$ cat src/rtl/stcmp_pkg.sv
package stcmp_pkg;
  localparam logic [11:0] ADDR_CMP_LO = 12'h14D;
  localparam logic [11:0] ADDR_CMP_HI = 12'h15D;
  localparam int STIP_BIT  = 5;
  localparam int VSTIP_BIT = 6;

  typedef enum logic [1:0] {
    PRIV_U    = 2'b00,
    PRIV_S    = 2'b01,
    PRIV_RSVD = 2'b10,
    PRIV_M    = 2'b11
  } privLvl_e;

  typedef enum logic [1:0] {
    RD_NONE = 2'd0,
    RD_ALL  = 2'd1,
    RD_LO   = 2'd2,
    RD_HI   = 2'd3
  } rdSel_e;

  typedef struct packed {
    logic   wrAll;
    logic   wrLo;
    logic   wrHi;
    rdSel_e rdSel;
  } cmpStrobe_t;
endpackage

$ cat src/rtl/stcmp_ctrl.sv
module stcmp_ctrl
  import stcmp_pkg::*;
#(
  parameter int ADDR_W = 12,
  parameter int MIP_W  = 16
) (
  input  logic              clk,
  input  logic              rst_n,
  input  logic              isRv32,
  input  logic [1:0]        privLvl,
  input  logic              featEn,
  input  logic              timeValid,
  input  logic              cntEnTm,
  input  logic              envStce,
  input  logic [ADDR_W-1:0] csrAddr,
  input  logic              csrRd,
  input  logic              csrWr,
  output logic              csrIllegal,
  output cmpStrobe_t        stb,
  input  logic [MIP_W-1:0]  mipMaskIn,
  output logic [MIP_W-1:0]  mipMaskOut
);
  logic hitLo, hitHi, hitAny, accReq;
  logic extOk, privOk, widthOk, legal, isMach;
  logic [MIP_W-1:0] timerBits;

  assign hitLo  = (csrAddr == ADDR_W'(ADDR_CMP_LO));
  assign hitHi  = (csrAddr == ADDR_W'(ADDR_CMP_HI));
  assign hitAny = hitLo | hitHi;
  assign accReq = csrRd | csrWr;
  assign isMach = (privLvl == PRIV_M);

  // Access rules: feature + time source, then privilege, then width.
  assign extOk   = featEn & timeValid;
  assign privOk  = isMach | (cntEnTm & envStce & (privLvl != PRIV_U));
  assign widthOk = ~hitHi | isRv32;
  assign legal   = extOk & privOk & widthOk;

  assign csrIllegal = accReq & hitAny & ~legal;

  always_comb begin
    stb = '{wrAll: 1'b0, wrLo: 1'b0, wrHi: 1'b0, rdSel: RD_NONE};
    if (legal) begin
      if (csrWr) begin
        stb.wrAll = hitLo & ~isRv32;
        stb.wrLo  = hitLo &  isRv32;
        stb.wrHi  = hitHi;
      end
      if (csrRd) begin
        if (hitLo)      stb.rdSel = isRv32 ? RD_LO : RD_ALL;
        else if (hitHi) stb.rdSel = RD_HI;
      end
    end
  end

  // Software may not touch the timer-pending bits while the compare owns them.
  always_comb begin
    timerBits = '0;
    timerBits[STIP_BIT]  = 1'b1;
    timerBits[VSTIP_BIT] = 1'b1;
    if (featEn && isMach && envStce) mipMaskOut = mipMaskIn & ~timerBits;
    else                             mipMaskOut = mipMaskIn;
  end


  hi_rv64_illegal_chk: assert property (@(posedge clk) disable iff (!rst_n)
    (accReq && hitHi && !isRv32) |-> csrIllegal);


  user_illegal_chk: assert property (@(posedge clk) disable iff (!rst_n)
    (accReq && hitAny && privLvl == PRIV_U) |-> csrIllegal);


  illegal_no_strobe_chk: assert property (@(posedge clk) disable iff (!rst_n)
    csrIllegal |-> (!stb.wrAll && !stb.wrLo && !stb.wrHi && stb.rdSel == RD_NONE));


  mip_gate_chk: assert property (@(posedge clk) disable iff (!rst_n)
    (featEn && privLvl == PRIV_M && envStce) |->
      (!mipMaskOut[STIP_BIT] && !mipMaskOut[VSTIP_BIT]));
endmodule

$ cat src/rtl/stcmp_dpath.sv
module stcmp_dpath
  import stcmp_pkg::*;
#(
  parameter int CMP_W = 64
) (
  input  logic             clk,
  input  logic             rst_n,
  input  cmpStrobe_t       stb,
  input  logic [CMP_W-1:0] csrWdata,
  output logic [CMP_W-1:0] csrRdata,
  input  logic [CMP_W-1:0] timeNow,
  output logic             timerPend
);
  localparam int HALF_W = CMP_W / 2;

  logic [CMP_W-1:0] cmpReg, cmpNext;
  logic             dueNow;

  always_comb begin
    cmpNext = cmpReg;
    if (stb.wrAll)     cmpNext = csrWdata;
    else if (stb.wrLo) cmpNext = {cmpReg[CMP_W-1:HALF_W], csrWdata[HALF_W-1:0]};
    else if (stb.wrHi) cmpNext = {csrWdata[HALF_W-1:0], cmpReg[HALF_W-1:0]};
  end

  always_ff @(posedge clk) begin
    if (!rst_n) cmpReg <= '0;
    else        cmpReg <= cmpNext;
  end

  // Unsigned compare, evaluated every cycle.
  assign dueNow = (cmpReg <= timeNow);

  always_ff @(posedge clk) begin
    if (!rst_n) timerPend <= 1'b0;
    else        timerPend <= dueNow;
  end

  always_comb begin
    unique case (stb.rdSel)
      RD_ALL:  csrRdata = cmpReg;
      RD_LO:   csrRdata = {{HALF_W{1'b0}}, cmpReg[HALF_W-1:0]};
      RD_HI:   csrRdata = {{HALF_W{1'b0}}, cmpReg[CMP_W-1:HALF_W]};
      default: csrRdata = '0;
    endcase
  end


  lo_keeps_hi_chk: assert property (@(posedge clk) disable iff (!rst_n)
    stb.wrLo |=> cmpReg[CMP_W-1:HALF_W] == $past(cmpReg[CMP_W-1:HALF_W]));


  hi_keeps_lo_chk: assert property (@(posedge clk) disable iff (!rst_n)
    stb.wrHi |=> cmpReg[HALF_W-1:0] == $past(cmpReg[HALF_W-1:0]));


  pend_rise_chk: assert property (@(posedge clk) disable iff (!rst_n)
    (cmpReg <= timeNow) |=> timerPend);


  pend_low_chk: assert property (@(posedge clk) disable iff (!rst_n)
    (cmpReg > timeNow) |=> !timerPend);
endmodule

$ cat src/rtl/stcmp_top.sv
module stcmp_top
  import stcmp_pkg::*;
#(
  parameter int CMP_W  = 64,
  parameter int ADDR_W = 12,
  parameter int MIP_W  = 16
) (
  input  logic              clk,
  input  logic              rst_n,
  input  logic              isRv32,
  input  logic [1:0]        privLvl,
  input  logic              featEn,
  input  logic              timeValid,
  input  logic              cntEnTm,
  input  logic              envStce,
  input  logic [ADDR_W-1:0] csrAddr,
  input  logic              csrRd,
  input  logic              csrWr,
  input  logic [CMP_W-1:0]  csrWdata,
  output logic [CMP_W-1:0]  csrRdata,
  output logic              csrIllegal,
  input  logic [CMP_W-1:0]  timeNow,
  output logic              timerPend,
  input  logic [MIP_W-1:0]  mipMaskIn,
  output logic [MIP_W-1:0]  mipMaskOut
);
  cmpStrobe_t stb;

  stcmp_ctrl #(.ADDR_W(ADDR_W), .MIP_W(MIP_W)) u_ctrl (
    .clk(clk), .rst_n(rst_n), .isRv32(isRv32), .privLvl(privLvl),
    .featEn(featEn), .timeValid(timeValid), .cntEnTm(cntEnTm),
    .envStce(envStce), .csrAddr(csrAddr), .csrRd(csrRd), .csrWr(csrWr),
    .csrIllegal(csrIllegal), .stb(stb),
    .mipMaskIn(mipMaskIn), .mipMaskOut(mipMaskOut)
  );

  stcmp_dpath #(.CMP_W(CMP_W)) u_dpath (
    .clk(clk), .rst_n(rst_n), .stb(stb), .csrWdata(csrWdata),
    .csrRdata(csrRdata), .timeNow(timeNow), .timerPend(timerPend)
  );


  reset_pend_chk: assert property (@(posedge clk)
    !rst_n |=> !timerPend);
endmodule

$ cat config.mk
export PLATFORM = sky130hd
export DESIGN_NAME = stcmp_top
export DESIGN_NICKNAME = d
export VERILOG_FILES = /design/src/rtl/stcmp_pkg.sv /design/src/rtl/stcmp_ctrl.sv /design/src/rtl/stcmp_dpath.sv /design/src/rtl/stcmp_top.sv
export SDC_FILE = /design/constraint.sdc
export NUM_CORES = 1
export LEC_CHECK = 0
export BUFFER_PORTS_ARGS = -buffer_cell sky130_fd_sc_hd__clkbuf_2
export CAP_MARGIN = 20
export CORE_MARGIN = 8
export CORE_UTILIZATION = 40
export CTS_CLUSTER_SIZE = 20
export DETAILED_ROUTE_END_ITERATION = 12
export GPL_ROUTABILITY_DRIVEN = 0
export PLACE_DENSITY = 0.71
export SETUP_SLACK_MARGIN = 0.5
export SLEW_MARGIN = 20
export SYNTH_ARGS = -nofsm -noshare
export SYNTH_HDL_FRONTEND = slang
export SYNTH_SLANG_ARGS = --single-unit
$ cat constraint.sdc
create_clock -name clk -period 4.8 [get_ports clk]
set_input_delay 0.24 -clock clk [delete_from_list [all_inputs] [get_ports clk]]
set_output_delay 0.24 -clock clk [all_outputs]
set_load 0.05 [all_outputs]
# Word-level counts from Yosys, hierarchy flattened
# Cells that the tools add are included.
[word_totals]
regBits = 65
output_inout_bits = 82
input_bits = 167
wordCells = 44
[classes]
muxes = 11
n_bitwise = 16
reduce_logical = 6
n_eq_ne = 7
order_cmp = 1
[op_table]
columns = ["op", "count"]
rows = [
  ["$mux 64", 3],
  ["$pmux 64 s3", 1],
  ["$le 64x64->1", 1],
  ["$eq 12x9->1 const B", 2],
  ["$and 1x1->1", 9],
  ["$mux 2", 4],
  ["$mux 7", 1],
  ["$eq 2x2->1 const B", 3],
  ["$reduce_bool 2->1", 3],
  ["$mux 5", 1],
  ["$or 1x1->1", 4],
  ["$mux 3", 1],
  ["$not 1->1", 3],
  ["$eq 2x1->1 const B", 1],
  ["$logic_and 1x1->1", 2],
  ["$ne 2x1->1 const B", 1],
  ["$reduce_and 2->1", 1],
]

# Longest topological paths before layout
[depth]
word_depth = 9
depth_mapped = 8
mapped_depth_nobuf = 8

# Cells and area by module
# Synthesis repeated with hierarchy kept, for this count alone.
[unflattened]
cells_unflattened = 663
hier_area_um2 = 5173.7
[by_module_without_submodules]
columns = ["module", "n_inst", "area_per_inst_um2", "seq_area_each_um2", "cells_each"]
rows = [
  ["stcmp_dpath", 1, 4869.7, 1301.2, 624],
  ["stcmp_ctrl", 1, 304.0, 0.0, 39],
]

# Worst setup path after synthesis
# OpenSTA, ideal clock, no wires.
[synth_timing]
kind = "input to output"
start = "input csrAddr[3]"
end = "output csrRdata[0]"
required_time_ns = 4.560
path_slack_ns = 2.422
cell_stages = 7
n_path_buf = 2
t_arrival_ns = 2.138
path_cell_list = "and4b_1 > and3_2 > nand2b_1 > buf_2 > clkbuf_1 > nand2_1 > a21oi_1"
[synth_between]
elab_chain_cells = 7
word_cells_on_any_way = 13
classes_between = "eq/ne (5); mux (5); bitwise (3)"
[synth_lines]
columns = ["element", "line_no", "source"]
rows = [
  ["from (decl)", "stcmp_top.sv:16", "input logic [ADDR_W-1:0] csrAddr,"],
  ["$eq 12x9->1", "stcmp_ctrl.sv:28", "assign hitHi = (csrAddr == ADDR_W'(ADDR_CMP_HI));"],
  ["$mux 2 or $not 1->1 (tied branches)", "stcmp_ctrl.sv:51, stcmp_ctrl.sv:36", ""],
  ["$mux 2 or $or 1x1->1 (tied branches)", "stcmp_ctrl.sv:50, stcmp_ctrl.sv:36", ""],
  ["$mux 2 or $and 1x1->1 (tied branches)", "stcmp_ctrl.sv:49, stcmp_ctrl.sv:37", ""],
  ["$mux 5 (*)", "stcmp_ctrl.sv:43", "if (legal) begin"],
  ["$eq 2x2->1 or $eq 2x1->1 (tied branches)", "stcmp_dpath.sv:40", "unique case (stb.rdSel)"],
  ["$pmux 64 s3 (*)", "stcmp_dpath.sv:40", ""],
  ["to (decl)", "stcmp_top.sv:20", "output logic [CMP_W-1:0] csrRdata,"],
]
# Every way passes the cells marked *; elsewhere a longest branch is shown, timed or not.

# Worst setup path in the final report
[layout_timing]
start = "input csrAddr[7]"
end = "output csrRdata[44]"
# The elaborated chain is that of the path after synthesis.

==> flow_summary_export.csv <==
group,metric,value,unit
run_status,outcome,"finished clean",
layout,filler_cell_count,1273,
worst_setup_path,worst-endpoint-arrival,2880,ps
worst_setup_path,critical-path-top-delay-family,"simple AND/OR/NAND/NOR gates",
place,dpl_worst_slack,1620,ps
route,drtPass1Iterations,5,
clock_network,post_cts_hold_buffer_count,0,
die,fp-row-count,41,
layout,layout-drive-gt1-share,29.1,%
sta,unrepaired_setup_endpoints_after_global_routing,"false",
sta,period_minus_slack,3120,ps
route,routed_via_density,5.31,
sta,count_of_endpoints_failing_hold_in_the_final_timing_report,0,
place,placedInstanceArea,0.00621,mm2
yosys,yosys_warnings,0,
sta,timing.max_slew.rel_slack,31.9,%
layout,antenna_cells_inserted,0,
yosys,synth.ff_latch_count,65,
yosys,yosysSeqAreaShare,25.5,%
die,floorplan.io_pins,249,
yosys,synth_area_per_cell,7.54,um2
pwr,static-leakage-power,3.23,nW
route,drc_errors,0,
place,dp.final_hpwl,14.0,mm
sta,post-route-worst-setup-slack,1680,ps
grt,global_route.usage.total,21.7,%
yosys,synth_edf_count,0,
route,route.antenna.remaining_nets,0,
sta,worst_hold_slack,133,ps
yosys,synth_fp_nets,907,
worst_setup_path,most_used_cell_cp,"clkbuf_2",
worst_setup_path,critical_path.cell_chain,"clkbuf_2 > nor4b_2 > and3_2 > and2_4 > nand3_4 > nor3_4 > buf_4 > and2_1 > clkbuf_2",
die,die_x,129,um
clock_network,htree_levels,3,
worst_setup_path,top_fanout_value_on_the_critical_path,33,
route,first_iter_violations,415,
layout,syn_to_final_growth,27.5,%
sta,finalSetupViolCount,0,
clock_network,cts_num_sinks,65,
grt,maximum_number_of_pins_on_one_net_before_global_route_repair,67,
yosys,ys_dominant_reg_cell,"dfxtp_1",
layout,post-route-cell-area,0.00650,mm2
layout,finish.cell_count_without_fillers,1041,
yosys,netlist_area,0.00510,mm2
die,chipHeight,129,um
die,die_area,0.0166,mm2
layout,layout_nets,1095,
grt,grt_first_pass_wirelength,28.4,mm
route,drt_wl_total,18.3,mm
worst_setup_path,worst_path_largest_cell_delay,600,ps
hold_path,hp-class,"in2reg",
pwr,fin_total_pwr,1.34,mW
clock_network,post-cts-setup-buffers,0,
die,start_util,40.7,%
layout,utilization,51.9,%
clock_network,number_of_resized_instances_in_the_post_cts_repair_step,0,
job,max_cap_viol_count,0,
yosys,gate_count_after_technology_mapping,676,
sta,slew_violations,0,
worst_setup_path,worstSetupStartpointType,"input pin",
grt,globalRouteOverflowTotal,0,
sta,achievable-frequency,321,MHz
clock_network,cts_tree,"yes",
sta,post-route-period-util,64.9,%
worst_setup_path,worst-setup-path-type,"in2out",
clock_network,clk_pin_slew,50,ps
sta,final_setup_tns,0,ps
layout,multiInputGateArea,0.00329,mm2
place,numPortBuffers,220,
clock_network,clock_latency,330,ps
route,detail_route.wl_per_cell,17.6,um
grt,number_of_antenna_violations_at_the_first_check_in_global_routing,0,
clock_network,clockRootBuffer,"clkbuf_16",
pwr,max-vdd-ir-drop,0.134,mV
die,design.core.area,0.0125,mm2
place,dp_cells,1025,
clock_network,cts_made_buffers,9,
yosys,synthDistinctLibCells,46,
clock_network,clockBufferDepth,2,
pwr,power_density_cells,206,mW/mm2
layout,regArea,0.00130,mm2
worst_setup_path,worst_setup_path_end_kind,"output pin",
sta,worst_slew_pin_slew,1020,ps
grt,first_global_vias,5493,
worst_setup_path,critical_path_required,4560,ps
sta,clock_skew,4.98,ps
yosys,synthArstFlopShare,0,%
route,num_vias,5525,
worst_setup_path,timing.critical_path.slowest_stage_cell,"nor3_4",
worst_setup_path,critPathBufInv,3,
==> final timing paths <==
| path | cells after the start | endpoint | startpoint | slack (ps) |
|---|---|---|---|---|
| min | 3 | u_dpath.cmpReg[25]$_SDFFE_PN0P_ | csrWdata[25] | 130 |
| min reg2reg | 2 | u_dpath.cmpReg[27]$_SDFFE_PN0P_ | u_dpath.cmpReg[27]$_SDFFE_PN0P_ | 470 |
| max reg2reg | 7 | u_dpath.timerPend$_SDFF_PN0_ | u_dpath.cmpReg[61]$_SDFFE_PN0P_ | 2230 |
| max | 9 | csrRdata[44] | csrAddr[7] | 1680 |
==> worst reg2reg max path, stage by stage, from the launching register on <==
cell and delay, ps:
dfxtp_1 440, ha_1 290, a211oi_1 210, o21ai_0 180, a2111oi_0 760, o2bb2ai_1 110
a2111oi_0 370, o21bai_1 150
==> cells by family (layout without fill, tap and decap cells) <==
group           after synthesis  count (layout)  share of synthesized area (%)
compound gates              149             149                           20.4
buf+inv                     116             309                           10.2
fa+ha+maj                    64              64                           15.7
xor+xnor                      1               1                          0.172
simple gates                281             281                           28.1
flops                        65              65                           25.5
==> power by group <==
group / internal, mW / leakage, nW / switching (mW)
clock: 0.405 / 0.149 / 0.245
sequential: 0.540 / 0.524 / 0.000102
combinational: 0.0743 / 2.56 / 0.0731
total: 1.02 / 3.23 / 0.318
==> cells in the final DEF, fill, tap and decap left out, types with 6 or more instances in the layout <==
master | Yosys | routed
nand2_1 | 145 | 145
a221oi_1 | 18 | 18
clkbuf_2 | 4 | 220
a222oi_1 | 16 | 16
a21oi_1 | 53 | 53
and2_1 | 35 | 35
and3_1 | 17 | 17
nand3_1 | 8 | 8
nand4_1 | 14 | 14
o21ai_0 | 9 | 9
ha_1 | 64 | 64
a21boi_0 | 24 | 24
clkbuf_16 | 0 | 9
dfxtp_1 | 65 | 65
a21boi_1 | 9 | 9
nor2b_1 | 35 | 35
buf_4 | 14 | 6
inv_1 | 67 | 67
==> registers in the layout (all words and copies together) (netlist names) <==
register and flops:
u_dpath.cmpReg 64, u_dpath.timerPend 1
==> cell type report <==
cell class                 instances  share of cell area, %
multi-input combinational        495                   50.6
clock inverter                     2                  0.154
timing repair buffer             226                   17.6
inverter                          67                   3.87
clock buffer                      14                   4.37
sequential                        65                   20.0
tap                              172                   3.31
==> metal layers <==
layer | global-route usage [%] | wire, um | part of all wire, % | vias up
met1 | 26.9 | 7670 | 42 | 2524
met3 | 4.22 | 1580 | 8.6 | 35
met4 | 8.98 | 453 | 2.5 | 0
met5 | 0 | 0 | 0 | -
met2 | 36.1 | 8630 | 47 | 260
li1 | - | - | - | 2706
==> Yosys cell counts (2+ instances only) <==
master	instances	share of area [%]
ha_1	64	16
buf_6	2	0.44
buf_4	14	2.1
nor2_1	6	0.44
a21boi_1	9	1.3
nand4_1	14	1.7
and2_1	35	4.3
and3_1	17	2.1
o2bb2ai_1	2	0.34
buf_2	9	0.88
nor2b_1	35	4.3
inv_1	67	4.9
a211oi_1	3	0.44
a21oi_1	53	5.2
a21boi_0	24	3.5
a21o_1	3	0.44
nand2b_1	2	0.25
nand2_1	145	11
o21ai_0	9	0.88
a221o_1	2	0.39
o21a_1	2	0.29
a2111oi_0	2	0.34
nor3_1	2	0.20
nor4_1	4	0.49
clkbuf_1	20	1.5
o21bai_1	2	0.29
nand3_1	8	0.79
nor2_2	2	0.25
and4_1	2	0.34
a222oi_1	16	3.1
nand3_4	2	0.69
clkbuf_2	4	0.39
a221oi_1	18	3.1
dfxtp_1	65	26
Note: power is estimated with default switching activity, not from simulation.
